==> src/rtl/pw_pkg.sv <==
package pw_pkg;

  typedef enum logic [1:0] {
    CMD_START = 2'd0,
    CMD_WRITE = 2'd1,
    CMD_STOP  = 2'd2
  } pw_cmd_e;

  // True when the first segment must be cut at the next page edge.
  function automatic logic head_split(input int unsigned ofs, input int unsigned rem,
                                      input int unsigned page, input logic first);
    return first && ((ofs % page) != 0) && (rem > page);
  endfunction

  // Number of data bytes in the segment that starts at ofs with rem bytes left.
  function automatic int unsigned seg_len(input int unsigned ofs, input int unsigned rem,
                                          input int unsigned page, input logic first);
    int unsigned in_page;
    in_page = ofs % page;
    if (head_split(ofs, rem, page, first)) return page - in_page;
    if (in_page != 0)                      return rem;
    return (rem < page) ? rem : page;
  endfunction

endpackage

==> src/rtl/pw_wait_timer.sv <==
module pw_wait_timer #(
  parameter int W = 6
) (
  input  logic         clk,
  input  logic         rst_n,
  input  logic         load,
  input  logic [W-1:0] load_val,
  output logic         zero
);
  logic [W-1:0] cnt_q;

  always_ff @(posedge clk or negedge rst_n) begin
    if (!rst_n)               cnt_q <= '0;
    else if (load)            cnt_q <= load_val;
    else if (cnt_q != '0)     cnt_q <= cnt_q - W'(1);
  end

  assign zero = (cnt_q == '0);
endmodule

==> src/rtl/pw_cmd_issue.sv <==
module pw_cmd_issue (
  input  logic clk,
  input  logic rst_n,
  input  logic want,
  input  logic cmd_ready,
  input  logic eng_done,
  output logic cmd_valid,
  output logic fire,
  output logic complete
);
  logic pending_q;

  assign cmd_valid = want && !pending_q;
  assign fire      = cmd_valid && cmd_ready;
  assign complete  = pending_q && eng_done;

  always_ff @(posedge clk or negedge rst_n) begin
    if (!rst_n)        pending_q <= 1'b0;
    else if (fire)     pending_q <= 1'b1;
    else if (complete) pending_q <= 1'b0;
  end
endmodule

==> src/rtl/eeprom_page_writer.sv <==
module eeprom_page_writer #(
  parameter int PAGE_BYTES = 8,
  parameter int CNT_W      = 8,
  parameter int OFS_BYTES  = 2,
  parameter int HEAD_WAIT  = 32,
  parameter int PAGE_WAIT  = 50
) (
  input  logic                   clk,
  input  logic                   rst_n,
  input  logic                   req_valid,
  output logic                   req_ready,
  input  logic [7:0]             req_slave,
  input  logic [8*OFS_BYTES-1:0] req_offset,
  input  logic [CNT_W-1:0]       req_count,
  input  logic                   arb_lost,
  output logic                   arb_clr,
  input  logic [7:0]             wr_data,
  input  logic                   wr_valid,
  output logic                   wr_ready,
  output logic                   cmd_valid,
  input  logic                   cmd_ready,
  output logic [1:0]             cmd_code,
  output logic [7:0]             cmd_byte,
  input  logic                   eng_done,
  input  logic                   eng_ack_ok,
  output logic                   done,
  output logic                   err,
  output logic [CNT_W-1:0]       bytes_written
);
  import pw_pkg::*;

  localparam int OFS_W    = 8 * OFS_BYTES;
  localparam int WAIT_MAX = (HEAD_WAIT > PAGE_WAIT) ? HEAD_WAIT : PAGE_WAIT;
  localparam int WAIT_W   = (WAIT_MAX < 1) ? 1 : $clog2(WAIT_MAX + 1);

  typedef enum logic [2:0] {
    ST_IDLE, ST_START, ST_ADDR, ST_OFSH, ST_OFSL, ST_DATA, ST_STOP, ST_WAIT
  } pw_state_e;

  pw_state_e        state_q;
  logic [7:0]       slave_q;
  logic [OFS_W-1:0] ofs_q;
  logic [CNT_W-1:0] remain_q, seg_q, written_q;
  logic             head_q, done_q, err_q, arb_clr_q;

  // named internal events
  logic        want, fire, complete, byte_ack, byte_nack, data_ack, timer_load, timer_zero;
  pw_cmd_e     code_e;
  logic [7:0]  ofs_hi;
  logic [31:0] plan_ofs, plan_rem;
  logic        plan_first, plan_split;
  int unsigned plan_len;

  generate
    if (OFS_BYTES > 1) begin : g_ofs_two
      assign ofs_hi = ofs_q[OFS_W-1 -: 8];
    end else begin : g_ofs_one
      assign ofs_hi = 8'h00;
    end
  endgenerate

  // segment planning, shared by request accept and the post-wait restart
  assign plan_first = (state_q == ST_IDLE);
  assign plan_ofs   = plan_first ? 32'(req_offset) : 32'(ofs_q);
  assign plan_rem   = plan_first ? 32'(req_count)  : 32'(remain_q);
  assign plan_len   = seg_len(plan_ofs, plan_rem, PAGE_BYTES, plan_first);
  assign plan_split = head_split(plan_ofs, plan_rem, PAGE_BYTES, plan_first);

  always_comb begin
    want   = 1'b0;
    code_e = CMD_WRITE;
    unique case (state_q)
      ST_START: begin want = 1'b1; code_e = CMD_START; end
      ST_STOP:  begin want = 1'b1; code_e = CMD_STOP;  end
      ST_ADDR, ST_OFSH, ST_OFSL: want = 1'b1;
      ST_DATA:  want = wr_valid;
      default:  want = 1'b0;
    endcase
  end

  always_comb begin
    unique case (state_q)
      ST_ADDR: cmd_byte = slave_q;
      ST_OFSH: cmd_byte = ofs_hi;
      ST_OFSL: cmd_byte = ofs_q[7:0];
      ST_DATA: cmd_byte = wr_data;
      default: cmd_byte = 8'h00;
    endcase
  end

  pw_cmd_issue u_issue (
    .clk       (clk),
    .rst_n     (rst_n),
    .want      (want),
    .cmd_ready (cmd_ready),
    .eng_done  (eng_done),
    .cmd_valid (cmd_valid),
    .fire      (fire),
    .complete  (complete)
  );

  assign byte_ack   = complete && eng_ack_ok && (code_e == CMD_WRITE);
  assign byte_nack  = complete && !eng_ack_ok && (code_e == CMD_WRITE);
  assign data_ack   = byte_ack && (state_q == ST_DATA);
  assign timer_load = complete && (state_q == ST_STOP);

  pw_wait_timer #(.W(WAIT_W)) u_timer (
    .clk      (clk),
    .rst_n    (rst_n),
    .load     (timer_load),
    .load_val (head_q ? WAIT_W'(HEAD_WAIT) : WAIT_W'(PAGE_WAIT)),
    .zero     (timer_zero)
  );

  always_ff @(posedge clk or negedge rst_n) begin
    if (!rst_n) begin
      state_q   <= ST_IDLE;
      slave_q   <= '0;
      ofs_q     <= '0;
      remain_q  <= '0;
      seg_q     <= '0;
      written_q <= '0;
      head_q    <= 1'b0;
      done_q    <= 1'b0;
      err_q     <= 1'b0;
      arb_clr_q <= 1'b0;
    end else begin
      done_q    <= 1'b0;
      err_q     <= 1'b0;
      arb_clr_q <= 1'b0;
      if (byte_nack) begin
        state_q <= ST_IDLE;
        done_q  <= 1'b1;
        err_q   <= 1'b1;
      end else begin
        unique case (state_q)
          ST_IDLE: if (req_valid) begin
            slave_q   <= req_slave;
            ofs_q     <= req_offset;
            remain_q  <= req_count;
            written_q <= '0;
            if (arb_lost) begin
              done_q    <= 1'b1;
              err_q     <= 1'b1;
              arb_clr_q <= 1'b1;
            end else if (req_count == '0) begin
              done_q <= 1'b1;
            end else begin
              seg_q   <= CNT_W'(plan_len);
              head_q  <= plan_split;
              state_q <= ST_START;
            end
          end
          ST_START: if (complete) state_q <= ST_ADDR;
          ST_ADDR:  if (complete) state_q <= (OFS_BYTES > 1) ? ST_OFSH : ST_OFSL;
          ST_OFSH:  if (complete) state_q <= ST_OFSL;
          ST_OFSL:  if (complete) state_q <= ST_DATA;
          ST_DATA:  if (data_ack) begin
            written_q <= written_q + CNT_W'(1);
            ofs_q     <= ofs_q + OFS_W'(1);
            remain_q  <= remain_q - CNT_W'(1);
            seg_q     <= seg_q - CNT_W'(1);
            if (seg_q == CNT_W'(1)) state_q <= ST_STOP;
          end
          ST_STOP:  if (complete) state_q <= ST_WAIT;
          ST_WAIT:  if (timer_zero) begin
            if (remain_q == '0) begin
              state_q <= ST_IDLE;
              done_q  <= 1'b1;
            end else begin
              seg_q   <= CNT_W'(plan_len);
              head_q  <= plan_split;
              state_q <= ST_START;
            end
          end
          default: state_q <= ST_IDLE;
        endcase
      end
    end
  end

  assign req_ready     = (state_q == ST_IDLE);
  assign wr_ready      = fire && (state_q == ST_DATA);
  assign cmd_code      = code_e;
  assign done          = done_q;
  assign err           = err_q;
  assign arb_clr       = arb_clr_q;
  assign bytes_written = written_q;
endmodule

==> config.mk <==
export PLATFORM = sky130hd
export DESIGN_NAME = eeprom_page_writer
export DESIGN_NICKNAME = d
export VERILOG_FILES = /design/src/rtl/pw_pkg.sv /design/src/rtl/pw_wait_timer.sv /design/src/rtl/pw_cmd_issue.sv /design/src/rtl/eeprom_page_writer.sv
export SDC_FILE = /design/constraint.sdc
export NUM_CORES = 1
export LEC_CHECK = 0
export ABC_AREA = 1
export BUFFER_PORTS_ARGS = -buffer_cell sky130_fd_sc_hd__buf_2
export CAP_MARGIN = 20
export CORE_MARGIN = 2
export CORE_UTILIZATION = 35
export CTS_CLUSTER_SIZE = 40
export DETAILED_ROUTE_END_ITERATION = 6
export HOLD_SLACK_MARGIN = 0.08
export PLACE_DENSITY = 0.59
export SLEW_MARGIN = 20
export SYNTH_ARGS = -nofsm -noshare
export SYNTH_HDL_FRONTEND = slang
export SYNTH_SLANG_ARGS = --single-unit
==> constraint.sdc <==
create_clock -name clk -period 2.1 [get_ports clk]
set_input_delay 0.42 -clock clk [delete_from_list [all_inputs] [get_ports clk]]
set_output_delay 0.42 -clock clk [all_outputs]
set_load 0.05 [all_outputs]
---- Word-level counts from Yosys, hierarchy flattened ----
Cells that the tools add are included.
Widths: inputs -> output; s select.
storage, ports and cells
  bits of input ports ..................... 48
  output and inout bits ................... 24
  bits in registers ....................... 62
cells by class
  muxes and demuxes ....................... 66
  $add $sub $neg .......................... 6
  reductions and logical operators ........ 31
  order comparisons ....................... 2
  eq/ne operators ......................... 26
  bitwise logic cells ..................... 1
operators with widths
  kind                   number
  $mux 8                 16
  $mux 3                 13
  $ne 3x3->1 const B     11
  $mux 16                2
  $pmux 16 s2            1
  $pmux 8 s2             2
  $pmux 8 s4             1
  $reduce_bool 32->1     1
  $pmux 3 s8             1
  $pmux 8 s3             1
  $mux 1                 22
  $add 16x1->16 const B  1
  $logic_not 8->1        2
  $sub 8x1->8 const B    2
  $eq 3x3->1 const B     4
  $logic_and 1x1->1      12
  $mux 6                 2
  $ne 2x2->1 const B     6
  $reduce_and 11->1      1
  $add 8x1->8 const B    1
  $eq 8x1->1 const B     1
  $gt 8x4->1 const B     1
  $lt 8x4->1 const B     1
  $reduce_and 8->1       1
  19 further kinds       26

---- Depth between registers and ports, before layout ----
Gate-level depths: netlist of the first run.
  word-level depth ........................ 13
  mapped depth ............................ 14
  mapped depth without buffers ............ 12

---- Cells and area by module ----
A second synthesis of the first run with hierarchy kept.
unflattened totals
  cell total of the unflattened synthesis .. 645
  area total of the unflattened synthesis .. 4,519.3 um2
modules (own cells, without submodules)
  module              times used  cells an instance  area each (um2)
  eeprom_page_writer  1           579                4,035.1
  pw_wait_timer       1           55                 412.9
  pw_cmd_issue        1           11                 71.3

---- Worst setup path before layout of the first run ----
Ideal clock, no wire load.
  path kind ............................... register to output
  from .................................... register state_q[1]
  to ...................................... output wr_ready
  setup slack ............................. -0.694 ns
  data required time ...................... 1.680 ns
  path buffers ............................ 2
  data arrival time ....................... 2.374 ns
  stages on the path, launching flop included .. 9
  cell sequence ........................... dfrtp_1 > buf_6 > nor2_8 > nand2_4 > buf_2 > nand2_1 > nor2_1 > nand2_1 > nor2_1
between the ends
  word-level cells in the longest chain between the ends .. 6
  elaborated cells on any way between the ends .. 11
ends and longest elaborated chain
  item                                line                       RTL
  from (decl)                         eeprom_page_writer.sv:40   pw_state_e state_q;
  from (signal assigned)              eeprom_page_writer.sv:155  ST_ADDR: if (complete) state_q <= (OFS_BYTES > 1) ? ST_OFSH : ST_OFSL;
  $eq 3x3->1 (tied with other cells)  eeprom_page_writer.sv:72   unique case (state_q)
  $reduce_or 5->1 (no line)           --
  $pmux 1 s2 (*)                      eeprom_page_writer.sv:72
  $logic_and 1x1->1 (*)               pw_cmd_issue.sv:13         assign cmd_valid = want && !pending_q;
  named net cmd_valid                 eeprom_page_writer.sv:20   output logic cmd_valid,
  $logic_and 1x1->1 (*)               pw_cmd_issue.sv:14         assign fire = cmd_valid && cmd_ready;
  $logic_and 1x1->1 (*)               eeprom_page_writer.sv:183  assign wr_ready = fire && (state_q == ST_DATA);
  to (decl)                           eeprom_page_writer.sv:19   output logic wr_ready,
Mark *: on every way through the listed nets, which the timed path passes. The rest lies on a longest branch.

---- Worst setup path in the final report of the first run ----
  from .................................... register state_q[0]
  to ...................................... output wr_ready
between the ends
  word-level cells in the longest chain between the ends .. 6
  elaborated cells on any way between the ends .. 11
ends and longest elaborated chain
  item                                line
  $eq 3x3->1 (tied with other cells)  eeprom_page_writer.sv:72
  $reduce_or 5->1 (no line)           --
  $pmux 1 s2                          eeprom_page_writer.sv:72
  $logic_and 1x1->1                   pw_cmd_issue.sv:13
  $logic_and 1x1->1                   pw_cmd_issue.sv:14
  $logic_and 1x1->1 (*)               eeprom_page_writer.sv:183
Mark *: on every way between the ends. The rest lies on a longest branch, timed or not.

==> results.cfg, run 1 <==
[outcome]
outcome = finished, violations left
violations_in_the_final_reports = setup timing

[power_and_ir_drop]
power_frac_seq_pct = 24.8
share_comb_of_total_power_pct = 58.7
power-per-cell-area_mw_per_mm2 = 1650
total_leakage_power_nw = 2.66
p_clk_share_pct = 16.5
cell_internal_pwr_mw = 4.59
netSwitchingPower_mw = 4.29
ir_worst_vdd_uv = 526
power_switching_share_pct = 48.3

[synth]
postSynthCellCount = 578
synth.avg_cell_area_um2 = 7.31
yosys_warnings = 0
synth.yosys.seq_area_share_pct = 36.7
synth_most_common_cell = sky130_fd_sc_hd__nand2_1
synth-edff-count = 0
synth_seq_cells = 62
top_cells_by_count_synth = sky130_fd_sc_hd__nand2_1, sky130_fd_sc_hd__inv_1, sky130_fd_sc_hd__dfrtp_1, sky130_fd_sc_hd__nor2_1, sky130_fd_sc_hd__o21ai_0
synth_nets = 636
synth_top_area_share_pct = 36.7
yosys_most_used_dff = sky130_fd_sc_hd__dfrtp_1
synthDominantAreaCellType = sky130_fd_sc_hd__dfrtp_1
synth_area_leaders = sky130_fd_sc_hd__dfrtp_1, sky130_fd_sc_hd__nand2_1, sky130_fd_sc_hd__inv_1
post_synth_design_cell_area_mm2 = 0.00423
synth_cell_types = 40
fraction_of_registers_with_async_set_or_reset_after_synthesis_pct = 100

[sta]
fin_ws_ps = -25.0
fmax_ghz = 0.471
tightestPinTransition_ps = 468
rsz0062_at_grt = true
setup-violations-final = 4
layout_worst_path_cycle_share_pct = 101
final.setup_skew_ps = 4.50
hold_violations = 0
timing.max_slew.rel_slack_pct = 68.6
drv_slew = 0
finalCriticalPeriod_ps = 2130

[clocking]
clock_sink_count = 62
cts-hold-fix-buffers = 0
cts_root_buf = sky130_fd_sc_hd__clkbuf_16
tritoncts.num_buffers = 9
clkSlewWorstSetupHoldPaths_ps = 60
clock_latency_ps = 340
cts_max_path_buffers = 2
ctsHtreeMaxLevel = 3
tritoncts = built

[drt]
routedWlPerCell_um = 14.4
route.detailed.drc = 0
vias = 4269
final_antenna_net_count = 0
postRouteWirelength_um = 11800
drt_first_pass_iters = 5
drt_iter0_drc = 322
post_drt_via_cell_ratio = 5.19

[critical_path]
critPathMaxStageDelay_ps = 450
worst_ep_arrival_time_ps = 1710
timing.critical_path.fanout_max = 5
required_ps = 1680
crit_path_top_delay_cell = sky130_fd_sc_hd__dfrtp_2
worst_setup_path_end_kind = output port
path_class = register to output port
path_cells = buf_4, nand2_4, nor2_1, inv_1, nand2_2, nor2_4, nand2_2, nor2_4, buf_6
timing.critical_path.from_type = register

[run]
timing.max_cap.violations = 0

[global_routing]
grt_overflow_total = 0
grt_first_pass_wirelength_um = 19200
first_global_vias = 4039
initial_antenna_violation_count = 0
largest_net_degree_at_the_start_of_global_routing = 63
grt_util_all_layers_pct = 18.7

[layout]
nNetsFinal = 728
areaGrowthSynthToFinish_pct = 26.9
ant_diodes = 0
final-instance-count-excl-fill = 822
final_core_util_pct = 45.0
multiInputGateArea_mm2 = 0.00234
finalInstanceArea_mm2 = 0.00537
final-seq-area_mm2 = 0.00155
fill_cells = 1190
layout-drive-gt1-share_pct = 26.5

[floorplanning]
num_rows = 40
coreArea_mm2 = 0.0119
fp.dieArea_mm2 = 0.0130
fp.dieH_um = 114
io-pin-count = 72
initial_utilization_pct = 35.5
die_x_um = 114

[place]
place.detailed.hpwl_um = 8600
placed_cell_area_mm2 = 0.00481
io_buffer_count = 71
place_inst = 792
gp_congestion = 0.903

[worst_hold_path]
hold_path_class = input pin to asynchronous set/reset pin
==> per-layer routing <==
metal,track usage [%],wire (µm),part of all wire [%]
met1,25.0,5450,46
met2,29.2,5310,45
met3,3.40,713,6.0
met4,9.27,361,3.0
met5,0,0,0
==> kinds of logic (layout without fill, tap and decap cells) <==
family          count (synthesis)  in the layout  share of synthesized area (%)
simple gates                  261            262                           28.5
compound gates                127            127                           17.9
flops                          62             62                           36.7
buf+inv                       102            198                           10.6
fa+ha+maj                      10             10                           2.96
xor+xnor                       16             16                           3.32
==> sequential cells by signal, indices dropped and copies added, names as in the netlist <==
signal and flops:
seg_q 8, slave_q 8, ofs_q 16, state_q 3, u_timer.cnt_q 6, err 1
u_issue.pending_q 1, arb_clr 1, remain_q 8, head_q 1, done 1, bytes_written 8
==> worst max-delay path: cells and delay by family (launching register included) <==
family                 cells  cell delay (ps)
buffers and inverters      3              400
flip-flops                 1              450
AND/OR/NAND/NOR            6              510
==> layout by cell type (no fill, tap or decap), types with 2 or more instances in the layout <==
cell type,synthesis,final
sky130_fd_sc_hd__or2_2,2,2
sky130_fd_sc_hd__dfrtp_1,62,60
sky130_fd_sc_hd__clkinvlp_4,0,4
sky130_fd_sc_hd__clkbuf_16,0,9
sky130_fd_sc_hd__a31oi_1,5,5
sky130_fd_sc_hd__xnor2_1,3,3
sky130_fd_sc_hd__buf_2,7,61
sky130_fd_sc_hd__a21oi_1,31,30
sky130_fd_sc_hd__o31ai_1,2,2
sky130_fd_sc_hd__nor3_1,8,6
sky130_fd_sc_hd__ha_1,10,9
sky130_fd_sc_hd__nand4_1,12,12
sky130_fd_sc_hd__nor2_2,3,4
sky130_fd_sc_hd__buf_4,1,24
sky130_fd_sc_hd__nor2_4,3,6
sky130_fd_sc_hd__o21ai_0,47,42
sky130_fd_sc_hd__o22ai_1,14,14
sky130_fd_sc_hd__a221o_2,0,8
sky130_fd_sc_hd__dfrtp_2,0,2
sky130_fd_sc_hd__inv_2,7,8
sky130_fd_sc_hd__o211ai_1,6,6
sky130_fd_sc_hd__o21ai_1,6,9
sky130_fd_sc_hd__nor2_1,54,50
sky130_fd_sc_hd__nand3_4,3,4
sky130_fd_sc_hd__inv_1,74,72
sky130_fd_sc_hd__nand2_1,125,120
sky130_fd_sc_hd__o21ai_2,3,5
sky130_fd_sc_hd__buf_6,7,12
sky130_fd_sc_hd__clkbuf_8,0,3
sky130_fd_sc_hd__xor2_1,13,13
sky130_fd_sc_hd__nand2_4,3,4
sky130_fd_sc_hd__nor3_2,0,2
sky130_fd_sc_hd__nand2_2,6,10
sky130_fd_sc_hd__buf_12,0,3
sky130_fd_sc_hd__nand3_1,38,37
==> timing repair <==
| action | CTS | global route |
|---|---|---|
| buffers inserted | 7 | 5 |
| gates cloned | 0 | 2 |
| endpoints found under the setup margin | 24 | 38 |
| pin swaps | 2 | 7 |
| resized for setup | 30 | 19 |
==> final timing paths <==
check	startpoint	slack [ps]	cells past startpoint	end
min in group clk	eng_done	280	2	u_issue.pending_q
worst max-delay path	state_q[0]	-30	9	wr_ready
max in group asynchronous	rst_n	1710	2	state_q[1]
worst max register to register	state_q[0]	10	12	seg_q[5]
worst min-delay path	rst_n	80	2	bytes_written[5]
worst min register to register	head_q	490	2	head_q
==> through the flow <==
step	hold WS [ps]	setup WS [ps]	total power [mW]	setup TNS [ps]
6_report	79.8	-25.0	8.88	-38.8
3_3_place_gp	463	16.9	6.69	0
5_1_grt	107	-101	9.60	-1580
4_1_cts	106	-7.70	8.62	-7.70
3_5_place_dp	467	-36.6	6.80	-298
2_1_floorplan	124	23.9	5.75	0
==> power groups by stage <==
stage	Combinational [mW]	Sequential [mW]	Clock [mW]
final	5.21	2.20	1.46
after global routing	5.79	2.27	1.54
after CTS	4.94	2.20	1.49
after detailed placement	4.58	2.22	0
after global placement	4.49	2.21	0
after floorplan	3.57	2.18	0
==> area by class of cell <==
| cell class | count | area share [%] |
|---|---|---|
| Multi-Input combinational cell | 415 | 43.5 |
| Sequential cell | 62 | 29.0 |
| Timing Repair Buffer | 100 | 12.7 |
| Inverter | 81 | 5.74 |
| Clock buffer | 12 | 4.97 |
| Tap cell | 147 | 3.43 |
| Clock inverter | 4 | 0.536 |
| Timing Repair inverter | 1 | 0.140 |
(Power assumes the default switching activity.)
==> run 2: changes to the inputs <==
- ABC_AREA: 1 -> default
==> run 2 against run 1 <==
Effect of this change: worst hold slack better by 12 ps; critical path depth increased by 1; design area rose by 5.1%; fmax decreased by 1.8%; the flow still finishes with violations (setup timing); critical path type is now register to register; core utilization grew 4.8 points; highest routed layer unchanged; synthesized area decreased by 4.6%; die area is 4.5% lower; flip-flop and latch count is the same; clock power grew 21%; via count down 5.4%.
==> results.cfg, run 2 <==
[outcome]
outcome = finished, violations left
violations_in_the_final_reports = setup timing

[clocking]
clkSlewWorstSetupHoldPaths_ps = 50
cts-hold-fix-buffers = 0
clock_sink_count = 62
ctsHtreeMaxLevel = 3
cts_max_path_buffers = 2
clock_latency_ps = 340
tritoncts = built
cts_root_buf = sky130_fd_sc_hd__clkbuf_16
tritoncts.num_buffers = 9

[layout]
fill_cells = 1077
final-instance-count-excl-fill = 735
ant_diodes = 0
mostFrequentLayoutCell = sky130_fd_sc_hd__dfrtp_1
areaGrowthSynthToFinish_pct = 39.9
final_core_util_pct = 49.8
final-seq-area_mm2 = 0.00155
mostFrequentLayoutCells = sky130_fd_sc_hd__dfrtp_1, sky130_fd_sc_hd__buf_2, sky130_fd_sc_hd__buf_4
finalInstanceArea_mm2 = 0.00564
nNetsFinal = 645
largest-register = ofs_q
largest_register_ff_count = 16
multiInputGateArea_mm2 = 0.00252
layout-drive-gt1-share_pct = 36.7

[global_routing]
grt_overflow_total = 0
met1_usage_pct = 27.5
first_global_vias = 3972
grt_util_all_layers_pct = 19.8
grt_first_pass_wirelength_um = 19800
initial_antenna_violation_count = 0
use_met2_pct = 31.1
grt_busiest_layer = met2
largest_net_degree_at_the_start_of_global_routing = 63
grt.met3_usage_pct = 4.65

[power_and_ir_drop]
p_clk_share_pct = 19.0
power_frac_seq_pct = 24.3
power_switching_share_pct = 43.2
total_leakage_power_nw = 2.56
share_comb_of_total_power_pct = 56.7
ir_worst_vdd_uv = 674
netSwitchingPower_mw = 4.00
cell_internal_pwr_mw = 5.28
power-per-cell-area_mw_per_mm2 = 1650

[synth]
synth_top_area_share_pct = 38.5
top_cells_by_count_synth = sky130_fd_sc_hd__dfrtp_1, sky130_fd_sc_hd__nand2_1, sky130_fd_sc_hd__nor2_1, sky130_fd_sc_hd__a21oi_1, sky130_fd_sc_hd__o21ai_0
fraction_of_registers_with_async_set_or_reset_after_synthesis_pct = 100
synth.avg_cell_area_um2 = 8.60
synth_area_leaders = sky130_fd_sc_hd__dfrtp_1, sky130_fd_sc_hd__a21oi_1, sky130_fd_sc_hd__mux2i_1
yosys_most_used_dff = sky130_fd_sc_hd__dfrtp_1
synth_nets = 527
postSynthCellCount = 469
yosys_warnings = 0
synth-edff-count = 0
synth_seq_cells = 62
synthDominantAreaCellType = sky130_fd_sc_hd__dfrtp_1
synth_most_common_cell = sky130_fd_sc_hd__dfrtp_1
synth.yosys.seq_area_share_pct = 38.5
post_synth_design_cell_area_mm2 = 0.00403
synth_cell_types = 70

[critical_path]
timing.critical_path.from_type = register
worst_setup_path_end_kind = register
timing.critical_path.fanout_max = 6
worst_ep_arrival_time_ps = 2380
path_class = register to register
required_ps = 2310

[drt]
postRouteWirelength_um = 12100
routedWlPerCell_um = 16.5
final_antenna_net_count = 0
drt_iter0_drc = 240
drt_first_pass_iters = 5
post_drt_via_cell_ratio = 5.50
route.detailed.drc = 0
vias = 4039

[sta]
rsz0062_at_grt = true
fin_ws_ps = -63.8
finalCriticalPeriod_ps = 2160
drv_slew = 0
timing.max_slew.rel_slack_pct = 53.7
tightestPinTransition_ps = 689
finalHoldWorstSlack_ps = 91.3
hold_violations = 0
final.setup_skew_ps = 7.14
fmax_ghz = 0.462
setup-violations-final = 8
layout_worst_path_cycle_share_pct = 103

[floorplanning]
fp.dieArea_mm2 = 0.0124
fp.dieH_um = 111
num_rows = 39
initial_utilization_pct = 35.6
io-pin-count = 72
die_x_um = 111
coreArea_mm2 = 0.0113

[run]
timing.max_cap.violations = 0

[worst_hold_path]
hold_path_class = input pin to asynchronous set/reset pin

[place]
place_inst = 704
placed_cell_area_mm2 = 0.00493
placement.setup.worst_slack_ps = -94.9
io_buffer_count = 71
gp_congestion = 0.879
place.detailed.hpwl_um = 8730
==> run 2: cell types whose count changed after synthesis, sizes merged, moves of 15 or more <==
cell / change
nor2: -15
clkbuf: +18
nand2: -83
mux2i: +21
inv: -66
nand3: -27
==> run 2: cells by family after synthesis <==
family | synth area share [%]
simple gates | 22.4
compound gates | 20.7
flops | 38.5
buf+inv | 5.37
mux | 8.01
fa+ha+maj | 3.10
xor+xnor | 1.96
==> run 2: worst paths after layout <==
path                           startpoint                to  slack [ps]  depth (start not counted)
setup / recovery               state_q[0]          seg_q[4]         -60                         10
setup reg to reg               state_q[0]          seg_q[4]         -60                         10
hold reg to reg                    head_q  u_timer.cnt_q[1]         510                          1
max in group asynchronous           rst_n       remain_q[0]        1720                          2
min in group clk           req_offset[13]         ofs_q[13]         310                          3
hold / removal                      rst_n  bytes_written[4]          90                          2
==> run 2: what timing repair did <==
item,CTS,global route
gates cloned,0,1
setup endpoints to repair,18,40
pin swaps,9,12
resized for setup,27,36
setup buffers,7,8
==> run 2: metal layers <==
| metal | vias up | part of all wire (%) |
|---|---|---|
| li1 | 1957 | - |
| met1 | 1938 | 46 |
| met2 | 127 | 46 |
| met3 | 17 | 6.0 |
| met4 | 0 | 1.3 |
| met5 | - | 0 |
==> run 2: final cells by class <==
class | instances | share of cell area (%)
clock buffer | 13 | 4.61
clock inverter | 3 | 1.60
inverter | 15 | 1.09
multi-input combinational | 364 | 44.6
sequential | 62 | 27.5
tap | 143 | 3.17
timing repair buffer | 135 | 17.4
==> run 2: critical path: stages (launching register included) <==
cell                      delay, ps
sky130_fd_sc_hd__dfrtp_1        410
sky130_fd_sc_hd__or3_4          430
sky130_fd_sc_hd__inv_6           90
sky130_fd_sc_hd__mux2i_1        200
sky130_fd_sc_hd__ha_2           220
sky130_fd_sc_hd__ha_4           210
sky130_fd_sc_hd__nor2_2          60
sky130_fd_sc_hd__o21ai_4         90
sky130_fd_sc_hd__a21oi_2         50
sky130_fd_sc_hd__a31oi_1        200
sky130_fd_sc_hd__o21ai_1         90
==> run 2: power by group through the flow <==
stage          Combinational (mW)  Sequential (mW)  Clock, mW
4_1_cts                      4.83             2.21       1.79
3_5_place_dp                 4.52             2.22          0
3_3_place_gp                 4.43             2.21          0
2_1_floorplan                3.31             2.16          0
6_report                     5.26             2.26       1.76
5_1_grt                      5.71             2.32       1.85
==> run 2: per-stage QoR <==
stage	TNS (ps)	power, mW
2_1_floorplan	-1020	5.47
3_3_place_gp	-0.180	6.63
3_5_place_dp	-307	6.74
4_1_cts	-95.0	8.82
5_1_grt	-1510	9.88
6_report	-230	9.28
